### config.mk
export PLATFORM = sky130hd
export DESIGN_NAME = stopclk_seq
export DESIGN_NICKNAME = d
export VERILOG_FILES = /design/src/rtl/stopclk_seq.sv
export SDC_FILE = /design/constraint.sdc
export NUM_CORES = 1
export LEC_CHECK = 0
export ABC_CLOCK_PERIOD_IN_PS = 1250
export CAP_MARGIN = 20
export CORE_MARGIN = 2
export CORE_UTILIZATION = 32
export DETAILED_ROUTE_END_ITERATION = 10
export GPL_TIMING_DRIVEN = 0
export PLACE_DENSITY = 0.76
export SLEW_MARGIN = 10
export SYNTH_ARGS = -nofsm -noshare
export SYNTH_HDL_FRONTEND = slang
export SYNTH_SLANG_ARGS = --single-unit
### constraint.sdc
create_clock -name clk -period 1.25 [get_ports clk]
set_input_delay 0.375 -clock clk [delete_from_list [all_inputs] [get_ports clk]]
set_output_delay 0.375 -clock clk [all_outputs]
set_load 0.005 [all_outputs]
### src/rtl/stopclk_seq.sv
module stopclk_seq #(
  parameter int          SYNC_STAGES = 2,
  parameter int          GAP_CLKS    = 5,
  parameter logic [31:0] GRANT_ADDR  = 32'h0000_0010,
  parameter logic [3:0]  GRANT_BE_N  = 4'b1011
) (
  input  logic        clk,
  input  logic        rst_n,
  input  logic        stop_req_n,
  input  logic        hi_pri_irq,
  input  logic        hold_ack,
  input  logic        at_boundary,
  input  logic        flush_done,
  input  logic        prefetch_idle,
  input  logic        drain_empty,
  input  logic        bus_rdy,
  input  logic        bus_brdy,
  output logic        core_stop,
  output logic        prefetch_stop,
  output logic        drain_req,
  output logic        cyc_valid,
  output logic        cyc_mio,
  output logic        cyc_dc,
  output logic        cyc_wr,
  output logic [31:0] cyc_addr,
  output logic [3:0]  cyc_be_n,
  output logic        core_clk_en,
  output logic        spacing_err
);

  localparam int GW = $clog2(GAP_CLKS + 1);
  localparam logic [GW-1:0] GAP_FULL = GW'(GAP_CLKS);

  typedef enum logic [2:0] {
    S_IDLE, S_BOUND, S_FLUSH, S_PREF, S_DRAIN, S_CYCLE, S_GRANT
  } st_t;

  st_t state, state_nx;
  logic [SYNC_STAGES-1:0] sync_q;
  logic [GW-1:0] gap_cnt;
  logic req_act, ack, gap_ok, start;

  always_ff @(posedge clk or negedge rst_n)
    if (!rst_n) sync_q <= '1;
    else        sync_q <= {sync_q[SYNC_STAGES-2:0], stop_req_n};

  assign req_act = ~sync_q[SYNC_STAGES-1];
  assign ack     = cyc_valid & (bus_rdy | bus_brdy);
  assign gap_ok  = (gap_cnt == GAP_FULL);
  assign start   = req_act & ~hold_ack & ~hi_pri_irq & gap_ok;

  always_comb begin
    state_nx = state;
    unique case (state)
      S_IDLE:  if (start)                     state_nx = S_BOUND;
      S_BOUND: if (at_boundary)               state_nx = S_FLUSH;
      S_FLUSH: if (flush_done)                state_nx = S_PREF;
      S_PREF:  if (prefetch_idle)             state_nx = S_DRAIN;
      S_DRAIN: if (drain_empty && !hold_ack)  state_nx = S_CYCLE;
      S_CYCLE: if (ack)                       state_nx = S_GRANT;
      S_GRANT: if (!req_act)                  state_nx = S_IDLE;
      default:                                state_nx = S_IDLE;
    endcase
  end

  always_ff @(posedge clk or negedge rst_n)
    if (!rst_n) begin
      state       <= S_IDLE;
      core_clk_en <= 1'b1;
      spacing_err <= 1'b0;
      gap_cnt     <= GAP_FULL;
    end else begin
      state       <= state_nx;
      core_clk_en <= (state_nx != S_GRANT);
      spacing_err <= (state == S_IDLE) && req_act && !gap_ok;
      if (ack)          gap_cnt <= '0;
      else if (!gap_ok) gap_cnt <= gap_cnt + 1'b1;
    end

  assign core_stop     = (state != S_IDLE);
  assign prefetch_stop = (state == S_PREF) || (state == S_DRAIN) ||
                         (state == S_CYCLE) || (state == S_GRANT);
  assign drain_req     = (state == S_DRAIN) || (state == S_CYCLE) ||
                         (state == S_GRANT);
  assign cyc_valid     = (state == S_CYCLE);
  assign cyc_mio       = 1'b0;
  assign cyc_dc        = 1'b0;
  assign cyc_wr        = 1'b1;
  assign cyc_addr      = GRANT_ADDR;
  assign cyc_be_n      = GRANT_BE_N;

  a_r2_start_allowed: assert property (@(posedge clk) disable iff (!rst_n)
    $rose(core_stop) |-> $past(req_act && !hold_ack && !hi_pri_irq));

  a_r3_flush_before_prefetch: assert property (@(posedge clk) disable iff (!rst_n)
    $rose(prefetch_stop) |-> $past(flush_done));

  a_r4_drained_before_cycle: assert property (@(posedge clk) disable iff (!rst_n)
    $rose(cyc_valid) |-> $past(drain_empty && !hold_ack));

  a_r5_cycle_held: assert property (@(posedge clk) disable iff (!rst_n)
    (cyc_valid && !bus_rdy && !bus_brdy) |=> cyc_valid);

  a_r6_gate_on_ack: assert property (@(posedge clk) disable iff (!rst_n)
    $fell(core_clk_en) |-> $past(cyc_valid && (bus_rdy || bus_brdy)));

  a_r7_resume_clean: assert property (@(posedge clk) disable iff (!rst_n)
    $rose(core_clk_en) |-> (!core_stop && !prefetch_stop && !drain_req));

  a_r8_err_no_start: assert property (@(posedge clk) disable iff (!rst_n)
    spacing_err |-> (!core_stop && core_clk_en));

endmodule

### Word-level counts from Yosys, hierarchy flattened

Cells that the tools add are included.

| storage, ports and cells | value |
|---|---|
| latch bits | 0 |
| memories | 0 |
| input port bits | 11 |
| word-level logic and storage cells | 45 |
| memory bits (read-only) | 0 |
| register bits | 10 |
| bits in writable memories | 0 |

| operators by class | value |
|---|---|
| shift-type cells | 0 |
| reductions and logical operators | 12 |
| $mul | 0 |
| add/sub/neg operators | 1 |
| equality and inequality tests | 9 |
| bitwise logic cells | 8 |
| div/mod/pow operators | 0 |
| order comparisons | 0 |
| muxes and demuxes | 10 |

Operators by type and width:

| operator | count |
|---|---|
| 2-to-1 mux 3 bit | 9 |
| one-hot mux 3 bit (7 select lines) | 1 |
| equality test 3 bit (second input constant) | 4 |
| equality test 3 x 2 -> 1 bit (second input constant) | 2 |
| logical OR 1 bit | 5 |
| bitwise AND 1 bit | 4 |
| adder 3 x 1 -> 3 bit (second input constant) | 1 |
| equality test 3 x 1 -> 1 bit (second input constant) | 1 |
| logical AND 1 bit | 3 |
| logical NOT 3 bit | 1 |
| inequality test 3 bit (second input constant) | 1 |
| inverter 1 bit | 3 |
| nonzero test 3 bit | 1 |
| logical NOT 1 bit | 2 |
| inequality test 2 bit (second input constant) | 1 |
| OR 1 bit | 1 |

### Logic depth before layout (Yosys ltp)

Gate-level depths: netlist (run 1).

| depth | value |
|---|---|
| word-level depth | 7 |
| depth in mapped cells | 5 |
| gate-level depth less buffers | 5 |

### Worst setup path before layout (run 1)

OpenSTA, ideal clock, no wires.

| timing path | value |
|---|---|
| path kind | register to output |
| from | reg state[2] |
| to | out core_stop |
| slack | -0.034 ns |
| stages on the path, launching flop included | 3 |
| data arrival time | 0.909 ns |
| required time | 0.875 ns |
| cells stage by stage | dfrtp_1 -> buf_2 -> or3_1 |

| on the way | value |
|---|---|
| cells in the longest elaborated chain, start to end | 1 |

Ends and longest elaborated chain:

| element | line | RTL |
|---|---|---|
| start: declaration | 38 | `st_t state, state_nx;` |
| start signal: assignment | 73 | `state <= state_nx;` |
| nonzero test 3 bit | 80 | `assign core_stop = (state != S_IDLE);` |
| end: declaration | 18 | `output logic core_stop,` |

Every way passes these cells.

### Final worst setup path (run 1)

| timing path | value |
|---|---|
| from | reg state[1] |
| to | out core_stop |

The elaborated chain is that of the path after synthesis.

==> reports/metrics.csv, run 1 <==
stage;metric;value;unit
placed_design;DP Worst Slack;-0.444;ns
route;DRT antenna net count;0;
die;I/O pins;56;
clock_network;clk sinks;10;
logic_synthesis;Synth Flop Type;dfstp_2;
logic_synthesis;top cells by area, synth;buf_4 (36%), dfstp_2 (16%), dfrtp_1 (15%), ha_1 (3.0%), nor4bb_1 (2.4%);
logic_synthesis;synth unique cells;31;
finish;share of cells above drive strength 1;50.3;%
grt;Congestion Overflow GR;0;
timing;final hold viol count;0;
placed_design;port bufs;16;
worst_setup_path;Data required, critical path;0.88;ns
placed_design;dpl cell area;0.00119;sq mm
die;Core ar.;0.00250;sq mm
pwr;Power Dens Cells;1470;mW/mm^2
status;status;finished with violations;
logic_synthesis;syn avg cell area;9.09;sq um
grt;Total GRT Usage;10.7;%
worst_hold_path;Hold Crit Depth;0;
die;chip height;55.4;um
route;drt drc;0;
route;Starting DRT DRC Count;1;
worst_setup_path;crit-path max FO;9;
clock_network;CTS tree;done;
worst_hold_path;Hold Startpoint;sync_q[0];
worst_setup_path;CP max stage delay;0.47;ns
timing;setup violators final;5;
worst_hold_path;WHS Endpoint;sync_q[1];
worst_setup_path;critical path type;reg2out;
timing;worst hold slack;0.357;ns
clock_network;Clock Pin Slew Worst Setup and Hold Paths;0.06;ns
worst_setup_path;crit-path cells;or3_1, buf_2;
timing;Final WS setup;-0.366;ns
logic_synthesis;Yosys Warn Count;0;
clock_network;root buf cell;clkbuf_4;
die;DIE AREA;0.00307;sq mm
finish;P&R area growth vs syn;59.0;%
run;Max Cap Viol;0;
worst_setup_path;FF-to-FF setup slack;-0.02;ns
grt;largest net degree at the start of global routing;11;
logic_synthesis;Syn Inst Count;93;
finish;commonest non-fill, non-tap cell in the layout;buf_4;
worst_setup_path;Reg-to-Reg Start;state[2];
route;routed via count;678;
timing;clk_skew;0.00294;ns
pwr;Pwr Total;1.97;mW
worst_setup_path;WP data arrival;1.24;ns
worst_setup_path;critical path's top delay family;flip-flops;
timing;Final Critical Period;1.62;ns
finish;commonest cells after routing, fill and taps aside;buf_4 (44), conb_1 (39), clkdlybuf4s50_1 (10);
worst_setup_path;Buf+Inv Stages, Crit Path;1;
clock_network;Hold Buf Count CTS;0;
die;cell row count;18;
logic_synthesis;Seq cells post-synth;10;
finish;nets@finish;171;
finish;Antenna diodes;0;
logic_synthesis;number of synthesized flops with an enable pin;0;
clock_network;CTS H-tree lvls;1;
timing;final number of max-transition violations;0;
worst_hold_path;worst hold path class;reg2reg;
route;via density per instance;3.63;
logic_synthesis;Synth async-reset ratio;100;%
pwr;Peak VDD IR;869;uV
placed_design;hpwl dp;1280;um
logic_synthesis;Post-Syn Area;846;sq um
grt;first-pass GRT wire length;2570;um
logic_synthesis;Synth top area share;35.5;%
logic_synthesis;area leader, netlist;buf_4;
grt;initial antenna violation count;0;
pwr;leakage power;0.717;nW
route;first-pass iteration count of the detailed router;2;
timing;f_max;619;MHz
die;die width;55.4;um
route;WL/cell;9.16;um
timing;Final TNS setup;-1.27;ns
finish;final non-filler cell total;187;
finish;Final Util;53.8;%
timing;unrepaired setup endpoints after global routing;true;
logic_synthesis;register area share after synthesis;30.3;%
worst_setup_path;CP Launch Type;flop;
placed_design;Cells after DPL;176;
die;Initial Util;33.8;%
worst_setup_path;slowest stage cell, crit path;dfrtp_2;
clock_network;clock latency on the worst-skew pair;0.26;ns
worst_setup_path;R2R cell count;5;
route;Routed Wire Length;1710;um
worst_setup_path;CP Capture Type;output pin;
placed_design;Final GP Congestion;0.708;
clock_network;TritonCTS Buffers;3;
timing;Final period util;129;%
status;failing checks;setup timing;
finish;post-route cell area;0.00135;sq mm
grt;vias in the first global route;586;
worst_setup_path;Crit Reg-Reg Endpoint;state[0];
clock_network;CTS max path bufs;2;
==> worst max-delay path by stage <==
stage | startpoint | end | slack [ns] | cells past startpoint
floorplan | state[0] | core_stop | 0.01 | 2
global placement | state[0] | core_stop | -0.44 | 3
detailed placement | state[0] | core_stop | -0.44 | 3
CTS | state[0] | core_stop | -0.36 | 3
global route | state[0] | core_stop | -0.41 | 3
finish | state[1] | core_stop | -0.37 | 2
==> kinds of logic after synthesis <==
family	after synthesis	share of synthesized area [%]
multiplexers	1	1.18
AND/OR/NAND/NOR	21	15.5
flip-flops	10	30.3
other	2	0.888
adder cells (fa/ha/maj)	2	2.96
buffers and inverters	45	38.0
XOR/XNOR	2	2.07
AO/OA/AOI/OAI	10	9.02
==> worst reg2reg max path, delay by kind of cell (launching register included) <==
family,cells,cell delay [ns]
AOI/OAI and AO/OA,2,0.27
buffers and inverters,2,0.25
and+or+nand+nor,1,0.22
DFF,1,0.41
==> sequential cells by signal, summed over array words and instances, names as in the netlist <==
register / flops
state: 3
spacing_err: 1
core_clk_en: 1
gap_cnt: 3
sync_q: 2
==> cells in the mapped netlist (2+ instances only) <==
cell type / instances
ha_1: 2
conb_1: 2
dfrtp_1: 5
buf_4: 40
xnor2_1: 2
nor4bb_1: 2
and2_1: 2
dfstp_2: 5
nor2_1: 5
buf_2: 2
nand2_1: 4
inv_1: 3
==> cell type report <==
| class | count | area [sq um] |
|---|---|---|
| plain buffers | 41 | 315 |
| clock buffers | 4 | 26.3 |
| fillers | 238 | 1150 |
| inverters | 3 | 11.3 |
| multi-input cells | 75 | 478 |
| flip-flops and latches | 10 | 258 |
| well taps | 30 | 37.5 |
| repair buffers | 24 | 219 |
==> metal layers <==
metal | wire length (um) | up-vias | track usage, %
met5 | 0 | - | 0
met4 | 13 | 0 | 3.14
met3 | 148 | 2 | 3.28
met2 | 1000 | 32 | 21.9
met1 | 549 | 290 | 9.70
li1 | - | 354 | -
==> report_power, final <==
group | leakage (nW) | total, mW | internal, mW | switching, mW
sequential | 0.115 | 0.590 | 0.474 | 0.116
combinational | 0.588 | 1.16 | 0.681 | 0.476
clock | 0.0150 | 0.228 | 0.123 | 0.104
==> repair_timing <==
item	in CTS	in global routing
buffers inserted	7	3
pin swaps	3	6
resized for setup	36	8
endpoints found under the setup margin	7	10
Note: power is estimated with default switching activity, not from simulation.
==> inputs of run 2 (changes only) <==
MAX_ROUTING_LAYER = met4   (was default)
==> results of run 2 <==
Final layout, timing and power as in run 1 (identical DEF).
Among the figures that moved: final weighted congestion in routability-driven placement 0.708 -> 0.716; via count of the first global-routing pass 586 -> 582; overall routing resource usage 10.7% -> 11.0%
